==> src/rtl/arb_pkg.sv <==
package arb_pkg;

  // Which group of copy-engine connections won the free cycle.
  typedef enum logic [1:0] {
    TIER_NONE   = 2'd0,
    TIER_BUDGET = 2'd1,
    TIER_SPARE  = 2'd2
  } ce_tier_e;

endpackage

==> src/rtl/arb_timebase.sv <==
module arb_timebase #(
  parameter int CNT_W = 8
) (
  input  logic             clk,
  input  logic             rst_n,
  input  logic [CNT_W-1:0] frame_len,
  input  logic             hold,
  output logic             frame_first
);

  logic [CNT_W-1:0] pos_q;
  logic [CNT_W-1:0] pos_d;
  logic             pos_en;
  logic             at_end;

  assign at_end = (pos_q >= frame_len - 1'b1);

  always_comb begin
    pos_en = 1'b1;
    if (hold) begin
      pos_d  = '0;
      pos_en = (pos_q != '0);
    end else if (at_end) begin
      pos_d = '0;
    end else begin
      pos_d = pos_q + 1'b1;
    end
  end

  always_ff @(posedge clk or negedge rst_n) begin
    if (!rst_n) begin
      pos_q <= '0;
    end else if (pos_en) begin
      pos_q <= pos_d;
    end
  end

  assign frame_first = (pos_q == '0);

endmodule

==> src/rtl/arb_cfg_check.sv <==
module arb_cfg_check #(
  parameter int NCONN = 4,
  parameter int CNT_W = 8
) (
  input  logic [CNT_W-1:0]       frame_len,
  input  logic [CNT_W-1:0]       sub_len,
  input  logic [NCONN*CNT_W-1:0] budget,
  output logic [CNT_W-1:0]       quota,
  output logic                   err
);

  localparam int SUM_W = CNT_W + $clog2(NCONN + 1) + 1;

  logic [SUM_W-1:0] bud_sum;
  logic [CNT_W-1:0] rem;
  logic [CNT_W-1:0] reserve;

  always_comb begin
    bud_sum = '0;
    for (int i = 0; i < NCONN; i++) begin
      bud_sum = bud_sum + SUM_W'(budget[i*CNT_W +: CNT_W]);
    end
  end

  always_comb begin
    if (sub_len == '0) begin
      quota = '0;
      rem   = '0;
    end else begin
      quota = frame_len / sub_len;
      rem   = frame_len % sub_len;
    end
  end

  assign reserve = frame_len - quota;

  assign err = (frame_len == '0) || (sub_len == '0) || (rem != '0) ||
               (bud_sum > SUM_W'(reserve));

endmodule

==> src/rtl/arb_cpu_credit.sv <==
module arb_cpu_credit #(
  parameter int CNT_W = 8
) (
  input  logic             clk,
  input  logic             rst_n,
  input  logic             enable,
  input  logic             frame_first,
  input  logic [CNT_W-1:0] quota,
  input  logic             cpu_req,
  output logic             cpu_gnt,
  output logic             cpu_stall
);

  logic [CNT_W-1:0] credit_q;
  logic [CNT_W-1:0] credit_d;
  logic [CNT_W-1:0] credit_eff;
  logic             credit_en;

  // A fresh frame sees the full quota regardless of what was left over.
  assign credit_eff = frame_first ? quota : credit_q;

  assign cpu_gnt   = enable && cpu_req && (credit_eff != '0);
  assign cpu_stall = cpu_req && !cpu_gnt;

  always_comb begin
    credit_d  = credit_eff - CNT_W'(cpu_gnt);
    credit_en = enable && (frame_first || cpu_gnt);
  end

  always_ff @(posedge clk or negedge rst_n) begin
    if (!rst_n) begin
      credit_q <= '0;
    end else if (credit_en) begin
      credit_q <= credit_d;
    end
  end

endmodule

==> src/rtl/arb_ce_sched.sv <==
module arb_ce_sched
  import arb_pkg::*;
#(
  parameter int NCONN = 4,
  parameter int CNT_W = 8
) (
  input  logic                   clk,
  input  logic                   rst_n,
  input  logic                   frame_first,
  input  logic                   slot_free,
  input  logic [NCONN*CNT_W-1:0] budget,
  input  logic [NCONN-1:0]       ce_req,
  output logic [NCONN-1:0]       ce_gnt
);

  localparam int IDX_W = (NCONN > 1) ? $clog2(NCONN) : 1;
  localparam logic [IDX_W-1:0] LAST_IDX = IDX_W'(NCONN - 1);

  logic [IDX_W-1:0] last_q;
  logic [IDX_W-1:0] last_d;
  logic             last_en;
  logic [NCONN-1:0] has_bud;
  logic [IDX_W-1:0] pick_b;
  logic [IDX_W-1:0] pick_s;
  logic             found_b;
  logic             found_s;
  logic [IDX_W-1:0] pick;
  ce_tier_e         tier;

  // Per-connection budget counters, reloaded at each frame start.
  for (genvar g = 0; g < NCONN; g++) begin : g_bud
    logic [CNT_W-1:0] bud_q;
    logic [CNT_W-1:0] bud_eff;
    logic [CNT_W-1:0] bud_d;
    logic             bud_en;
    logic             spend;

    assign bud_eff    = frame_first ? budget[g*CNT_W +: CNT_W] : bud_q;
    assign has_bud[g] = (bud_eff != '0);
    assign spend      = ce_gnt[g] && (tier == TIER_BUDGET);

    always_comb begin
      bud_d  = bud_eff - CNT_W'(spend);
      bud_en = frame_first || spend;
    end

    always_ff @(posedge clk or negedge rst_n) begin
      if (!rst_n) begin
        bud_q <= '0;
      end else if (bud_en) begin
        bud_q <= bud_d;
      end
    end
  end

  // Round-robin search, two groups, one shared pointer.
  always_comb begin
    found_b = 1'b0;
    found_s = 1'b0;
    pick_b  = '0;
    pick_s  = '0;
    for (int k = 0; k < NCONN; k++) begin
      logic [IDX_W-1:0] c;
      c = IDX_W'((int'(last_q) + 1 + k) % NCONN);
      if (!found_b && ce_req[c] && has_bud[c]) begin
        found_b = 1'b1;
        pick_b  = c;
      end
      if (!found_s && ce_req[c]) begin
        found_s = 1'b1;
        pick_s  = c;
      end
    end
  end

  always_comb begin
    tier = TIER_NONE;
    pick = '0;
    if (slot_free) begin
      if (found_b) begin
        tier = TIER_BUDGET;
        pick = pick_b;
      end else if (found_s) begin
        tier = TIER_SPARE;
        pick = pick_s;
      end
    end
  end

  for (genvar g = 0; g < NCONN; g++) begin : g_dec
    assign ce_gnt[g] = (tier != TIER_NONE) && (pick == IDX_W'(g));
  end

  always_comb begin
    last_en = (tier != TIER_NONE);
    last_d  = pick;
  end

  always_ff @(posedge clk or negedge rst_n) begin
    if (!rst_n) begin
      last_q <= LAST_IDX;
    end else if (last_en) begin
      last_q <= last_d;
    end
  end

endmodule

==> src/rtl/mem_slot_arbiter.sv <==
module mem_slot_arbiter #(
  parameter int NCONN = 4,
  parameter int CNT_W = 8
) (
  input  logic                   clk,
  input  logic                   rst_n,
  input  logic [CNT_W-1:0]       cfg_frame_len,
  input  logic [CNT_W-1:0]       cfg_sub_len,
  input  logic [NCONN*CNT_W-1:0] cfg_budget,
  input  logic                   cpu_req,
  output logic                   cpu_gnt,
  output logic                   cpu_stall,
  input  logic [NCONN-1:0]       ce_req,
  output logic [NCONN-1:0]       ce_gnt,
  output logic                   cfg_err
);

  logic [CNT_W-1:0] quota;
  logic             frame_first;
  logic             slot_free;

  arb_cfg_check #(.NCONN(NCONN), .CNT_W(CNT_W)) u_cfg (
    .frame_len (cfg_frame_len),
    .sub_len   (cfg_sub_len),
    .budget    (cfg_budget),
    .quota     (quota),
    .err       (cfg_err)
  );

  arb_timebase #(.CNT_W(CNT_W)) u_time (
    .clk         (clk),
    .rst_n       (rst_n),
    .frame_len   (cfg_frame_len),
    .hold        (cfg_err),
    .frame_first (frame_first)
  );

  arb_cpu_credit #(.CNT_W(CNT_W)) u_cpu (
    .clk         (clk),
    .rst_n       (rst_n),
    .enable      (!cfg_err),
    .frame_first (frame_first),
    .quota       (quota),
    .cpu_req     (cpu_req),
    .cpu_gnt     (cpu_gnt),
    .cpu_stall   (cpu_stall)
  );

  assign slot_free = !cfg_err && !cpu_gnt;

  arb_ce_sched #(.NCONN(NCONN), .CNT_W(CNT_W)) u_ce (
    .clk         (clk),
    .rst_n       (rst_n),
    .frame_first (frame_first),
    .slot_free   (slot_free),
    .budget      (cfg_budget),
    .ce_req      (ce_req),
    .ce_gnt      (ce_gnt)
  );

endmodule

==> config.mk <==
export PLATFORM = sky130hd
export DESIGN_NAME = mem_slot_arbiter
export DESIGN_NICKNAME = d
export VERILOG_FILES = /design/src/rtl/arb_pkg.sv /design/src/rtl/arb_timebase.sv /design/src/rtl/arb_cfg_check.sv /design/src/rtl/arb_cpu_credit.sv /design/src/rtl/arb_ce_sched.sv /design/src/rtl/mem_slot_arbiter.sv
export SDC_FILE = /design/constraint.sdc
export NUM_CORES = 1
export LEC_CHECK = 0
export BUFFER_PORTS_ARGS = -buffer_cell sky130_fd_sc_hd__buf_2
export CELL_PAD_IN_SITES_DETAIL_PLACEMENT = 1
export CELL_PAD_IN_SITES_GLOBAL_PLACEMENT = 2
export CORE_MARGIN = 2
export CORE_UTILIZATION = 37
export DETAILED_ROUTE_END_ITERATION = 8
export PLACE_DENSITY_LB_ADDON = 0.1
export SYNTH_ARGS = -nofsm -noshare
export SYNTH_HDL_FRONTEND = slang
export SYNTH_SLANG_ARGS = --single-unit
==> constraint.sdc <==
create_clock -name clk -period 45.4 [get_ports clk]
set_clock_uncertainty 0.1 [all_clocks]
set_input_delay 13.62 -clock clk [delete_from_list [all_inputs] [get_ports clk]]
set_output_delay 13.62 -clock clk [all_outputs]
set_load 0.05 [all_outputs]
==> run metrics <==
Top cell by count, worst path=ha_1; CP Launch Type=input pin; most instantiated library cell after synthesis=nor2_1; die span in x=148.9 um; syn nets=~1200; Post-DP Area=8267 um^2; Critical Path End Type=output port; Post-synth top cells=nor2_1 (96), inv_1 (95), ha_1 (91); Post-CTS Setup Bufs=0; fraction of registers with async set/reset=100.0%; layout cells sized above 1=10.05%; Fin. Hold Viols=0; top_reg_cell synth=dfrtp_1; Post-Synthesis Cells=1009; highest net fanout along the worst path=14; detailed placer's ending HPWL=a little over 20000 um; setup_tns=0 ns; initial antenna violation count=0; CTS Buf Count=5; pwr/cell area=38.60 nW/um^2; Tot Pwr=325.9 uW; Slew HR=between 30% and 40%; area growth from synthesis to layout=8.751%; unrepaired setup endpoints after global routing=no; clock transition at the registers of the reported paths=0.08 ns; root buf cell=clkbuf_16; Post-synth EDFFs=0; synthesized area=7764 um^2; DR DRC count=0; post-synth top area share=15.47%; Crit-path slowest cell=o41ai_1; drt first pass iters=4; post-route ant nets=0; worst endpoint data arrival time=about 29 ns; clock sinks=50; pin count of the biggest net entering global routing=68; VDD IR max=24.41 uV; Max-cap violations=0; Crit path required time=between 30 and 40 ns; Synth cell types=80; routed vias/inst=5.829; Initial Utilization=38.00%; die area=22160 um^2; final worst path period share=93.76%; Static Leak=3.781 nW; PostCTS Resize Cnt=0; Area contributors post-synth=dfrtp_1 (15%), ha_1 (15%), xnor2_1 (4.9%); Worst Max-Slew Pin Slew=between 0.9 and 1 ns; status=finished clean; fin. max-slew vios=0; Core ar.=20430 um^2; syn_area_per_cell=7.694 um^2; fillers=2598; htree depth=2; cell area after layout=8443 um^2; Hold Path Class=reg -> reg; vias in the first global route=7729; first-pass GRT wire length=42010 um; port bufs=61; DR iter-0 viols=about 240; Die Ht=148.9 um; Final #Nets=between 1000 and 1500; GRT overflow=0; IO Pins=between 60 and 70; critical path type=in -> out; Synth warnings=0; FF+latch count, synth=50; clock buffer depth=2; max incr delay on CP=0.88 ns; row count=between 50 and 60; Seq/Total Area, Yosys=between 15 and 20%; CTS tree=yes; # setup viols final=0; worst setup margin=2.832 ns; Vias=7671; fin util=41.33%; dpl ws=slightly below 3 ns; Total GRT Usage=23.97%; Routability Congestion=approximately 0.9; Max Clock Freq=23.49 MHz; Final min period=42.57 ns; total wire length=25790 um; Yosys top cell by area=dfrtp_1; Hold Buf Count CTS=0; clk_lat worst skew=0.31 ns; Avg WL per Cell=19.59 um
## sequential cells by signal (all words and copies together) (netlist names)
| signal | cells |
|---|---|
| u_ce.g_bud.bud_q | 32 |
| u_ce.last_q | 2 |
| u_cpu.credit_q | 8 |
| u_time.pos_q | 8 |
## power breakdown
part	switching (mW)	total, mW	internal, mW	leakage [nW]
combinational	0.129	0.205	0.0765	3.09
sequential	0.0141	0.0729	0.0588	0.605
clock	0.0211	0.0476	0.0265	0.0820
total	0.164	0.326	0.162	3.78
## metrics by stage
stage	hold slack (ns)	cells
2_1_floorplan	0.3806	1009
3_3_place_gp	0.4067	1307
3_5_place_dp	0.4157	1307
4_1_cts	0.4340	1315
5_1_grt	0.4520	1315
6_report	0.4245	1316
## final timing paths
path	depth (start not counted)	start	slack, ns	endpoint
max	64	cfg_sub_len[5]	2.83	ce_gnt[2]
min	1	u_cpu.credit_q[5]	0.42	u_cpu.credit_q[5]
max reg2reg	18	u_time.pos_q[0]	39.08	u_ce.g_bud[3].bud_q[4]
min reg2reg	1	u_cpu.credit_q[5]	0.42	u_cpu.credit_q[5]
max in group asynchronous	2	rst_n	31.35	u_cpu.credit_q[5]
min in group asynchronous	2	rst_n	13.33	u_ce.g_bud[3].bud_q[3]
## final cells by class
| type | count | area (um^2) | area share [%] |
|---|---|---|---|
| clock inverters | 3 | 48.80 | 0.5779 |
| multi-input cells | 826 | 5979 | 70.82 |
| well taps | 270 | 337.8 | 4.001 |
| clock buffers | 5 | 125.1 | 1.482 |
| inverters | 96 | 360.3 | 4.268 |
| diodes | 1 | 2.502 | 0.02964 |
| repair buffers | 65 | 335.3 | 3.972 |
| flip-flops and latches | 50 | 1254 | 14.85 |
## kinds of logic after synthesis
kind of cell / count (synthesis) / synth area share, %
buffers and inverters: 133 / 6.897
adders and majority gates: 103 / 17.76
muxes: 22 / 2.997
xor gates and xnor gates: 65 / 7.333
and+or+nand+nor: 355 / 23.84
AOI/OAI and AO/OA: 281 / 25.03
DFF: 50 / 16.15
## cell usage in the layout, fill, tap and decap left out, types with 6 or more instances in the layout
master and count:
nor2_1 96, inv_1 95, ha_1 91, buf_2 61, nand2_1 57, a21oi_1 56, dfrtp_1 48, xnor2_1 43
nand3_1 39, nor3_1 36, o31ai_1 36, o21ai_0 35, or4_1 24, a31oi_1 23, xor2_1 22, a21o_1 21
o21a_1 19, nor4_1 15, mux2i_1 15, or3_1 14, fa_1 12, o21bai_1 11, nand2b_1 10, and3_1 9
nand4_1 9, o2111ai_1 8, nor2b_1 8, or2_2 7, mux2_2 6
## critical path, delay by kind of cell
family	cells	cell delay, ns
buf+inv	5	0.60
compound gates	35	8.54
fa+ha+maj	10	2.87
simple gates	13	3.00
xor+xnor	1	0.16
## routing by layer
metal  up-vias  part of all wire, %  track usage, %
met5         -                    0               0
met4         0                  1.7           5.524
met3        23                  3.2           3.272
met2        99                   46           40.19
met1      3765                   49           32.82
li1       3784                    -               -
(Power assumes the default switching activity.)
